**src/rtl/xfer_pkg.sv**
```systemverilog
package xfer_pkg;

  typedef enum logic [1:0] {
    ST_IDLE  = 2'd0,
    ST_READ  = 2'd1,
    ST_WRITE = 2'd2,
    ST_FIN   = 2'd3
  } xfer_state_e;

  localparam logic [2:0] FMT_PIX32 = 3'd0;
  localparam logic [2:0] FMT_PIX24 = 3'd1;

  // Byte offset of a pixel inside a buffer laid out row after row.
  function automatic logic [31:0] pix_offset(input logic [31:0] row,
                                             input logic [31:0] col,
                                             input logic [31:0] pitch,
                                             input logic [2:0]  bpp);
    return (row * pitch + col) * {29'd0, bpp};
  endfunction

  function automatic logic [31:0] pack_word(input logic [31:0] src_word,
                                            input logic        to24);
    return to24 ? {8'h00, src_word[23:0]} : src_word;
  endfunction

  function automatic logic [3:0] pack_lanes(input logic to24);
    return to24 ? 4'b0111 : 4'b1111;
  endfunction

  function automatic logic in_fmt_ok(input logic [2:0] code);
    return code == FMT_PIX32;
  endfunction

  function automatic logic out_fmt_ok(input logic [2:0] code);
    return (code == FMT_PIX32) || (code == FMT_PIX24);
  endfunction

endpackage

```
**src/rtl/xfer_regs.sv**
```systemverilog
module xfer_regs #(
  parameter int ADDR_W = 32,
  parameter int DIM_W  = 12
) (
  input  logic              clk,
  input  logic              rst_n,
  input  logic              we,
  input  logic [2:0]        waddr,
  input  logic [31:0]       wdata,
  input  logic [2:0]        raddr,
  output logic [31:0]       rdata,
  input  logic              busy,
  input  logic              in_err,
  input  logic              out_err,
  output logic [ADDR_W-1:0] src_base,
  output logic [ADDR_W-1:0] dst_base,
  output logic [DIM_W-1:0]  src_pitch,
  output logic [DIM_W-1:0]  out_w,
  output logic [DIM_W-1:0]  out_h,
  output logic [2:0]        in_fmt,
  output logic [2:0]        out_fmt,
  output logic              start_req
);

  localparam logic [2:0] W_SRC = 3'd0;
  localparam logic [2:0] W_DST = 3'd1;
  localparam logic [2:0] W_PIT = 3'd2;
  localparam logic [2:0] W_DIM = 3'd3;
  localparam logic [2:0] W_FMT = 3'd4;
  localparam logic [2:0] W_GO  = 3'd5;
  localparam logic [2:0] W_STA = 3'd6;

  always_ff @(posedge clk or negedge rst_n) begin
    if (!rst_n) begin
      src_base  <= '0;
      dst_base  <= '0;
      src_pitch <= '0;
      out_w     <= '0;
      out_h     <= '0;
      in_fmt    <= '0;
      out_fmt   <= '0;
    end else if (we) begin
      case (waddr)
        W_SRC: src_base <= wdata[ADDR_W-1:0];
        W_DST: dst_base <= wdata[ADDR_W-1:0];
        W_PIT: src_pitch <= wdata[DIM_W-1:0];
        W_DIM: begin
          out_w <= wdata[DIM_W-1:0];
          out_h <= wdata[16+DIM_W-1:16];
        end
        W_FMT: begin
          in_fmt  <= wdata[2:0];
          out_fmt <= wdata[6:4];
        end
        default: ;
      endcase
    end
  end

  assign start_req = we && (waddr == W_GO) && wdata[0];

  always_comb begin
    rdata = '0;
    case (raddr)
      W_SRC: rdata = 32'(src_base);
      W_DST: rdata = 32'(dst_base);
      W_PIT: rdata = 32'(src_pitch);
      W_DIM: begin
        rdata[DIM_W-1:0]     = out_w;
        rdata[16+DIM_W-1:16] = out_h;
      end
      W_FMT: begin
        rdata[2:0] = in_fmt;
        rdata[6:4] = out_fmt;
      end
      W_STA: rdata[2:0] = {out_err, in_err, busy};
      default: rdata = '0;
    endcase
  end

endmodule

```
**src/rtl/xfer_walker.sv**
```systemverilog
module xfer_walker
  import xfer_pkg::*;
#(
  parameter int ADDR_W = 32,
  parameter int DIM_W  = 12
) (
  input  logic              clk,
  input  logic              rst_n,
  input  logic              load,
  input  logic              step,
  input  logic              active,
  input  logic [ADDR_W-1:0] src_base,
  input  logic [ADDR_W-1:0] dst_base,
  input  logic [DIM_W-1:0]  src_pitch,
  input  logic [DIM_W-1:0]  out_w,
  input  logic [DIM_W-1:0]  out_h,
  input  logic              to24_in,
  output logic [ADDR_W-1:0] src_addr,
  output logic [ADDR_W-1:0] dst_addr,
  output logic              to24,
  output logic              last_pix
);

  localparam logic [DIM_W-1:0] ONE = DIM_W'(1);

  logic [ADDR_W-1:0] src_q, dst_q;
  logic [DIM_W-1:0]  pitch_q, w_q, h_q;
  logic [DIM_W-1:0]  col_q, row_q;
  logic              row_end;
  logic [31:0]       src_off, dst_off;

  always_ff @(posedge clk or negedge rst_n) begin
    if (!rst_n) begin
      src_q   <= '0;
      dst_q   <= '0;
      pitch_q <= '0;
      w_q     <= '0;
      h_q     <= '0;
      to24    <= 1'b0;
      col_q   <= '0;
      row_q   <= '0;
    end else if (load) begin
      src_q   <= src_base;
      dst_q   <= dst_base;
      pitch_q <= src_pitch;
      w_q     <= out_w;
      h_q     <= out_h;
      to24    <= to24_in;
      col_q   <= '0;
      row_q   <= '0;
    end else if (step) begin
      if (row_end) begin
        col_q <= '0;
        row_q <= row_q + ONE;
      end else begin
        col_q <= col_q + ONE;
      end
    end
  end

  assign row_end  = (col_q == w_q - ONE);
  assign last_pix = row_end && (row_q == h_q - ONE);

  assign src_off  = pix_offset(32'(row_q), 32'(col_q), 32'(pitch_q), 3'd4);
  assign dst_off  = pix_offset(32'(row_q), 32'(col_q), 32'(w_q), to24 ? 3'd3 : 3'd4);
  assign src_addr = src_q + src_off[ADDR_W-1:0];
  assign dst_addr = dst_q + dst_off[ADDR_W-1:0];

  // column runs fastest and wraps into the next row
  a_r3_row_wrap: assert property (@(posedge clk) disable iff (!rst_n)
    (active && step && !load && row_end && !last_pix) |=> (col_q == '0) && (row_q == $past(row_q) + ONE));

  a_r3_col_step: assert property (@(posedge clk) disable iff (!rst_n)
    (active && step && !load && !row_end) |=> (col_q == $past(col_q) + ONE) && $stable(row_q));

  a_r3_in_range: assert property (@(posedge clk) disable iff (!rst_n)
    active |-> (col_q < w_q) && (row_q < h_q));

endmodule

```
**src/rtl/xfer_pack.sv**
```systemverilog
module xfer_pack
  import xfer_pkg::*;
(
  input  logic [31:0] src_word,
  input  logic        to24,
  output logic [31:0] dst_word,
  output logic [3:0]  lanes
);

  assign dst_word = pack_word(src_word, to24);
  assign lanes    = pack_lanes(to24);

  // the fourth source byte never reaches a 3-byte destination
  always_comb begin
    a_r5_no_alpha: assert (!to24 || (dst_word[31:24] == 8'h00 && !lanes[3]));
  end

endmodule

```
**src/rtl/fmt_copy_engine.sv**
```systemverilog
module fmt_copy_engine
  import xfer_pkg::*;
#(
  parameter int ADDR_W = 32,
  parameter int DIM_W  = 12
) (
  input  logic              clk,
  input  logic              rst_n,
  input  logic              cfg_we,
  input  logic [2:0]        cfg_waddr,
  input  logic [31:0]       cfg_wdata,
  input  logic [2:0]        cfg_raddr,
  output logic [31:0]       cfg_rdata,
  output logic              rd_req,
  output logic [ADDR_W-1:0] rd_addr,
  input  logic              rd_valid,
  input  logic [31:0]       rd_data,
  output logic              wr_req,
  output logic [ADDR_W-1:0] wr_addr,
  output logic [31:0]       wr_data,
  output logic [3:0]        wr_be,
  input  logic              wr_ack,
  output logic              done,
  output logic              busy
);

  xfer_state_e       state_q, state_d;
  logic [ADDR_W-1:0] src_base, dst_base;
  logic [DIM_W-1:0]  src_pitch, out_w, out_h;
  logic [2:0]        in_fmt, out_fmt;
  logic              start_req, start_ok, fmt_bad, size_zero, go_walk;
  logic              in_err_q, out_err_q;
  logic [31:0]       pix_q;
  logic              walk_load, walk_step, walk_to24, last_pix;
  logic [ADDR_W-1:0] src_addr, dst_addr;

  xfer_regs #(.ADDR_W(ADDR_W), .DIM_W(DIM_W)) u_regs (
    .clk(clk), .rst_n(rst_n),
    .we(cfg_we), .waddr(cfg_waddr), .wdata(cfg_wdata),
    .raddr(cfg_raddr), .rdata(cfg_rdata),
    .busy(busy), .in_err(in_err_q), .out_err(out_err_q),
    .src_base(src_base), .dst_base(dst_base), .src_pitch(src_pitch),
    .out_w(out_w), .out_h(out_h), .in_fmt(in_fmt), .out_fmt(out_fmt),
    .start_req(start_req)
  );

  assign start_ok  = start_req && (state_q == ST_IDLE);
  assign fmt_bad   = !in_fmt_ok(in_fmt) || !out_fmt_ok(out_fmt);
  assign size_zero = (out_w == '0) || (out_h == '0);
  assign go_walk   = start_ok && !fmt_bad && !size_zero;
  assign walk_load = go_walk;
  assign walk_step = (state_q == ST_WRITE) && wr_ack;

  xfer_walker #(.ADDR_W(ADDR_W), .DIM_W(DIM_W)) u_walk (
    .clk(clk), .rst_n(rst_n),
    .load(walk_load), .step(walk_step),
    .active(state_q == ST_READ || state_q == ST_WRITE),
    .src_base(src_base), .dst_base(dst_base), .src_pitch(src_pitch),
    .out_w(out_w), .out_h(out_h), .to24_in(out_fmt == FMT_PIX24),
    .src_addr(src_addr), .dst_addr(dst_addr),
    .to24(walk_to24), .last_pix(last_pix)
  );

  xfer_pack u_pack (
    .src_word(pix_q), .to24(walk_to24),
    .dst_word(wr_data), .lanes(wr_be)
  );

  always_comb begin
    state_d = state_q;
    case (state_q)
      ST_IDLE: begin
        if (go_walk)       state_d = ST_READ;
        else if (start_ok) state_d = ST_FIN;
      end
      ST_READ:  if (rd_valid) state_d = ST_WRITE;
      ST_WRITE: if (wr_ack)   state_d = last_pix ? ST_FIN : ST_READ;
      ST_FIN:   state_d = ST_IDLE;
      default:  state_d = ST_IDLE;
    endcase
  end

  always_ff @(posedge clk or negedge rst_n) begin
    if (!rst_n) begin
      state_q   <= ST_IDLE;
      pix_q     <= '0;
      in_err_q  <= 1'b0;
      out_err_q <= 1'b0;
    end else begin
      state_q <= state_d;
      if (state_q == ST_READ && rd_valid) pix_q <= rd_data;
      if (start_ok) begin
        in_err_q  <= !in_fmt_ok(in_fmt);
        out_err_q <= !out_fmt_ok(out_fmt);
      end
    end
  end

  assign rd_req  = (state_q == ST_READ);
  assign wr_req  = (state_q == ST_WRITE);
  assign rd_addr = src_addr;
  assign wr_addr = dst_addr;
  assign done    = (state_q == ST_FIN);
  assign busy    = (state_q != ST_IDLE);

  // a single request at a time, held until answered
  a_r12_one_req: assert property (@(posedge clk) disable iff (!rst_n)
    !(rd_req && wr_req));

  a_r12_rd_hold: assert property (@(posedge clk) disable iff (!rst_n)
    (rd_req && !rd_valid) |=> rd_req && $stable(rd_addr));

  a_r12_wr_hold: assert property (@(posedge clk) disable iff (!rst_n)
    (wr_req && !wr_ack) |=> wr_req && $stable(wr_addr) && $stable(wr_data) && $stable(wr_be));

  // completion is a single-cycle pulse followed by idle
  a_r9_done_pulse: assert property (@(posedge clk) disable iff (!rst_n)
    done |=> !done && !busy);

  // a bad format code ends the start with no traffic
  a_r7_bad_fmt: assert property (@(posedge clk) disable iff (!rst_n)
    (start_ok && fmt_bad) |=> done && !rd_req && !wr_req);

  // an empty rectangle finishes at once
  a_r11_empty: assert property (@(posedge clk) disable iff (!rst_n)
    (start_ok && size_zero) |=> done && !rd_req);

  // an accepted start opens with a read
  a_r2_start_read: assert property (@(posedge clk) disable iff (!rst_n)
    go_walk |=> rd_req);

  // a start while running leaves the sequence alone
  a_r10_busy_ignore: assert property (@(posedge clk) disable iff (!rst_n)
    (start_req && rd_req && !rd_valid) |=> rd_req && $stable(rd_addr));

endmodule

```
**config.mk**
```make
export PLATFORM = sky130hd
export DESIGN_NAME = fmt_copy_engine
export DESIGN_NICKNAME = d
export VERILOG_FILES = /design/src/rtl/xfer_pkg.sv /design/src/rtl/xfer_regs.sv /design/src/rtl/xfer_walker.sv /design/src/rtl/xfer_pack.sv /design/src/rtl/fmt_copy_engine.sv
export SDC_FILE = /design/constraint.sdc
export NUM_CORES = 1
export LEC_CHECK = 0
export CORE_UTILIZATION = 60
export CTS_BUF_LIST = sky130_fd_sc_hd__clkbuf_4
export DETAILED_ROUTE_END_ITERATION = 10
export GPL_ROUTABILITY_DRIVEN = 0
export MAX_ROUTING_LAYER = met4
export PLACE_DENSITY_LB_ADDON = 0.3
export SETUP_SLACK_MARGIN = 0.4
export SKIP_LAST_GASP = 1
export SYNTH_ARGS = -nofsm -noshare
export SYNTH_HDL_FRONTEND = slang
export SYNTH_SLANG_ARGS = --single-unit
```
**constraint.sdc**
```tcl
create_clock -name clk -period 12.4 [get_ports clk]
set_input_delay 2.48 -clock clk [delete_from_list [all_inputs] [get_ports clk]]
set_output_delay 2.48 -clock clk [all_outputs]
set_load 0.05 [all_outputs]
```
**Word-level counts from Yosys, hierarchy flattened**

Index checks and enable logic that the tools add are counted.

- Bits in registers: 267
- Input port bits: 75
- Output and inout bits: 136
- Logic and storage cells: 103

- Add/sub/neg operators: 8
- $mul: 3
- Equality and inequality tests: 19
- Mux-type cells: 22
- Reductions and logical operators: 32

Operator list:

| operator | count |
|---|---|
| $mux W12 | 6 |
| $add A32 B32 Y32 | 2 |
| $add A24 B12 Y25 | 2 |
| $mul A12 B12 Y24 | 2 |
| $pmux W12 S3 | 1 |
| $mul A32 B3 Y32 | 1 |
| $mux W32 | 1 |
| $add A12 B1 Y12 const B | 2 |
| $eq A12 B12 Y1 | 2 |
| $logic_not A12 Y1 | 2 |
| $sub A12 B1 Y12 const B | 2 |
| $pmux W5 S4 | 1 |
| $pmux W3 S6 | 1 |
| $pmux W4 S2 | 2 |
| $pmux W3 S5 | 1 |
| $eq A3 B2 Y1 const B | 4 |
| $eq A3 B3 Y1 const B | 4 |
| $logic_not A3 Y1 | 4 |
| $reduce_and A2 Y1 | 6 |
| $mux W2 | 5 |
| $eq A3 B1 Y1 const B | 3 |
| $logic_and A1 B1 Y1 | 8 |
| $pmux W2 S4 | 1 |
| $reduce_bool A2 Y1 | 3 |
| other kinds (11) | 18 |

**Longest topological paths before layout**

- Depth after elaboration: 9
- Mapped depth: 36
- Mapped depth without buffers: 33

**Cells and area by module**

From an unflattened synthesis, not the netlist that was laid out.

- Cell total of the unflattened synthesis: 2769
- Area, all modules: 27067.2 um^2

By module, submodules not included:

| module | times used | cells an instance | area an instance (um^2) | sequential area each (um^2) |
|---|---|---|---|---|
| xfer_walker | 1 | 2267 | 20289.5 | 3128.0 |
| xfer_regs | 1 | 358 | 4968.5 | 2652.5 |
| fmt_copy_engine | 1 | 107 | 1549.0 | 900.9 |
| xfer_pack | 1 | 37 | 260.2 | 0.0 |

**Least setup slack after synthesis**

Ideal clock, no wire load.

- Kind: register to output
- From: reg u_walk.w_q[2]
- To: out wr_addr[20]
- Data arrival time: 8.639 ns
- Required time: 9.920 ns
- Setup slack: 1.281 ns
- Cell stages (with the launch flop): 30
- Path buffers: 2
- Cells stage by stage: dfrtp_1 clkbuf_1 clkbuf_1 and2_1 fa_1 inv_1 fa_1 inv_1 fa_1 fa_1 inv_1 fa_1 inv_1 ha_1 a211oi_1 o211ai_1 a41oi_1 nor3_1 or2_2 xor2_1 and2_1 a21o_1 ha_1 inv_1 fa_1 inv_1 ha_1 o21ai_0 a31oi_1 o311ai_0

- Cells in the longest elaborated chain, start to end: 4

Ends and longest elaborated chain:

| item | RTL line | text |
|---|---|---|
| from (decl) | xfer_walker.sv:27 | `logic [DIM_W-1:0] pitch_q, w_q, h_q;` |
| from (signal assigned) | xfer_walker.sv:46 | `w_q <= out_w;` |
| $mul A12 B12 Y24 | xfer_pkg.sv:18 | `return (row * pitch + col) * {29'd0, bpp};` |
| $add A24 B12 Y25 | xfer_pkg.sv:18 |  |
| $mul A32 B3 Y32 | xfer_pkg.sv:18 |  |
| $add A32 B32 Y32 | xfer_walker.sv:67 | `assign dst_addr = dst_q + dst_off[ADDR_W-1:0];` |
| to (decl) | fmt_copy_engine.sv:19 | `output logic [ADDR_W-1:0] wr_addr,` |

Every way passes these cells.

**Worst setup path in the final report**

- From: reg u_walk.w_q[0]
- To: out wr_addr[31]

Same word-level chain as after synthesis.

==> metrics.yaml <==
portBuffers: 207
syn_inst: 2993
worst_ep_arrival_time_ns: 9.28
avgViaCountPerCell: 5.93
critical_path.max_stage_delay_ns: 0.55
start_util_pct: 60.9
vdd_drop_max_mv: 0.489
clk_latency_ns: 0.76
netlist_area_sq_mm: 0.0270
fin_tns_setup_ns: 0
async_flop_share_pct: 100
path_class: "reg -> out"
io_pins: 211
p_comb_share_pct: 59.5
outcome: "complete, no violations"
groute.usage.overall_pct: 34.2
die_w_um: 214
seqPwrFrac_pct: 24.8
antenna_found_initial: 2
final_core_util_pct: 68.3
synth_ff_type: "dfrtp_1"
drive_above_1_share_pct: 10.8
hpwlAfterDp_um: 56900
cpMaxStageDelayCell: "fa_1"
cts_made_buffers: 74
grt_pass1_vias: 23200
switchingPower_mw: 2.59
final_common_cell: "nand2_1"
synth_top_area_cell: "dfrtp_1"
h-tree-depth: 3
cts_tree: "built"
ctsRootBufferMaster: "clkbuf_4"
r2r_cells: 8
synth_area_leaders: "dfrtp_1 25%, fa_1 19%, ha_1 11%"
slew_headroom_pct: 26.3
drv_cap: 0
crit_fanout: 13
grt_max_degree: 108
fin_crit_ns: 11.76
required_ns: 9.92
drt_pass1_iterations: 7
dieHeight_um: 214
layout_common_cells: "486 x nand2_1, 414 x inv_1, 261 x dfrtp_1"
power_density_mw_per_mm2: 170
drv_slew: 0
routed_wl_um: 74400
clock.fmax_mhz: 85.0
p_leak_nw: 15.5
core_area_sq_mm: 0.0443
ys_seq_elements: 267
clkPwrFrac_pct: 15.7
clk_path_buf_depth: 3
setup_viol: 0
fin_skew_ns: 0.0500
postSynthAreaPerCell_sq_um: 9.02
floorplan.rows: 77
path_common_cell: "inv_1"
tightest_slew_ns: 1.11
drtIter0Drc: 1975
nets: 3693
ys_warn_count: 0
dieArea_sq_mm: 0.0458
hold_class: "reg -> reg"
hold_viol_final: 0
route.detailed.drc: 0
min_path_cells: 2
ys_types: 76
area_growth_pct: 12.1
grt_pass1_wl_um: 121000
cts.clk_slew.worst_paths_ns: 0.06
netlist.area_leader.share_pct: 24.7
synth_enable_flop_cells: 0
post_drt_wl_per_cell_um: 19.7
cp-end-kind: "output pin"
clock_sinks: 267
ctsHoldBuffers: 0
timing.final.crit_share_pct: 94.9
crit_path_start_kind: "flop"
rsz0062_at_grt: "true"
internal-power_mw: 2.56
yosysSeqAreaShare_pct: 24.7
grt_overflow: 0
ant_nets: 0
route.vias.total: 22400
switching_share_pct: 50.2
[power groups by stage]
stage,Sequential (mW),Combinational [mW],Clock (mW)
2_1_floorplan,1.17,2.25,0
3_3_place_gp,1.27,2.97,0
3_5_place_dp,1.28,3.02,0
4_1_cts,1.27,3.03,0.821
5_1_grt,1.30,3.26,0.865
6_report,1.28,3.06,0.810
[Yosys cell counts (14+ instances only)]
cell type / number
o21a_1: 14
xnor2_1: 84
and3_1: 17
dfrtp_1: 267
or3_1: 15
a211oi_1: 14
ha_1: 228
nor2_1: 113
fa_1: 250
nor3_1: 36
o21ai_0: 81
inv_1: 414
nand3_1: 40
xor2_1: 31
a21oi_1: 113
a21o_1: 46
mux2_2: 144
nor2b_1: 25
o21bai_1: 16
nand2b_1: 15
clkbuf_1: 127
nand2_1: 487
buf_4: 30
a31oi_1: 18
and2_1: 157
mux2i_1: 29
[per-stage QoR]
stage / total power, mW / instances / hold slack (ns) / instance area, sq um / setup WS (ns)
floorplan: 3.43 / 2995 / 0.440 / 27000 / 1.28
global placement: 4.24 / 3652 / 0.461 / 29300 / 0.698
detailed placement: 4.31 / 3652 / 0.467 / 29300 / 0.518
CTS: 5.12 / 3779 / 0.481 / 30200 / 0.343
global route: 5.42 / 3785 / 0.505 / 30300 / 0.184
finish: 5.15 / 3785 / 0.477 / 30300 / 0.638
[registers in the layout, summed over array words and instances, names as in the netlist, 2 cells and up]
signal,flops
pix_q,32
u_regs.dst_base,32
u_regs.src_base,32
u_walk.dst_q,32
u_walk.src_q,32
u_regs.out_h,12
u_regs.out_w,12
u_regs.src_pitch,12
u_walk.col_q,12
u_walk.h_q,12
u_walk.pitch_q,12
u_walk.row_q,12
u_walk.w_q,12
u_regs.in_fmt,3
u_regs.out_fmt,3
state_q,2
[repair_timing]
action                     4_1_cts  5_1_grt
cloned                           0        0
pin swaps                        0        4
setup endpoints to repair       14       24
setup buffers                    0        4
resized for setup               24       55
[per-layer routing]
metal / GRT usage (%) / vias to the layer above / wire, um
met4: 15.9 / 0 / 3730
met1: 42.7 / 11000 / 28900
li1: - / 10000 / -
met2: 53.3 / 1201 / 34800
met5: - / - / 0
met3: 7.35 / 234 / 6900
[critical path: cells and delay by family (launching register included)]
| kind | cells | cell delay [ns] |
|---|---|---|
| compound gates | 10 | 2.21 |
| xor+xnor | 2 | 0.47 |
| fa+ha+maj | 9 | 4.00 |
| buf+inv | 8 | 0.70 |
| flops | 1 | 0.48 |
| simple gates | 4 | 0.66 |
[final cells by class]
| class | instances | area [sq um] |
|---|---|---|
| multi-input cells | 2139 | 18000 |
| fillers | 3409 | 14100 |
| flip-flops and latches | 267 | 6690 |
| repair buffers | 243 | 2310 |
| inverters | 415 | 1560 |
| clock buffers | 107 | 803 |
| well taps | 592 | 741 |
| clock inverters | 20 | 121 |
| diodes | 2 | 5.00 |
[cell families after synthesis]
logic type | Yosys count | share of synthesized area, %
AND/OR/NAND/NOR | 960 | 16.6
buffers and inverters | 589 | 8.69
adder cells (fa/ha/maj) | 478 | 29.1
AO/OA/AOI/OAI | 404 | 9.58
flip-flops | 267 | 24.7
multiplexers | 179 | 7.58
XOR/XNOR | 115 | 3.73
other | 1 | 0.0139
[worst paths after layout]
check,from,end,slack (ns)
max in group asynchronous,rst_n,u_walk.src_q[8],8.62
worst min register to register,u_walk.src_q[21],u_walk.src_q[21],0.48
worst max-delay path,u_walk.w_q[0],wr_addr[31],0.64
worst max register to register,state_q[1],state_q[1],8.10
min in group asynchronous,rst_n,u_walk.dst_q[29],1.67
worst min-delay path,u_walk.src_q[21],u_walk.src_q[21],0.48
(Power assumes the default switching activity.)
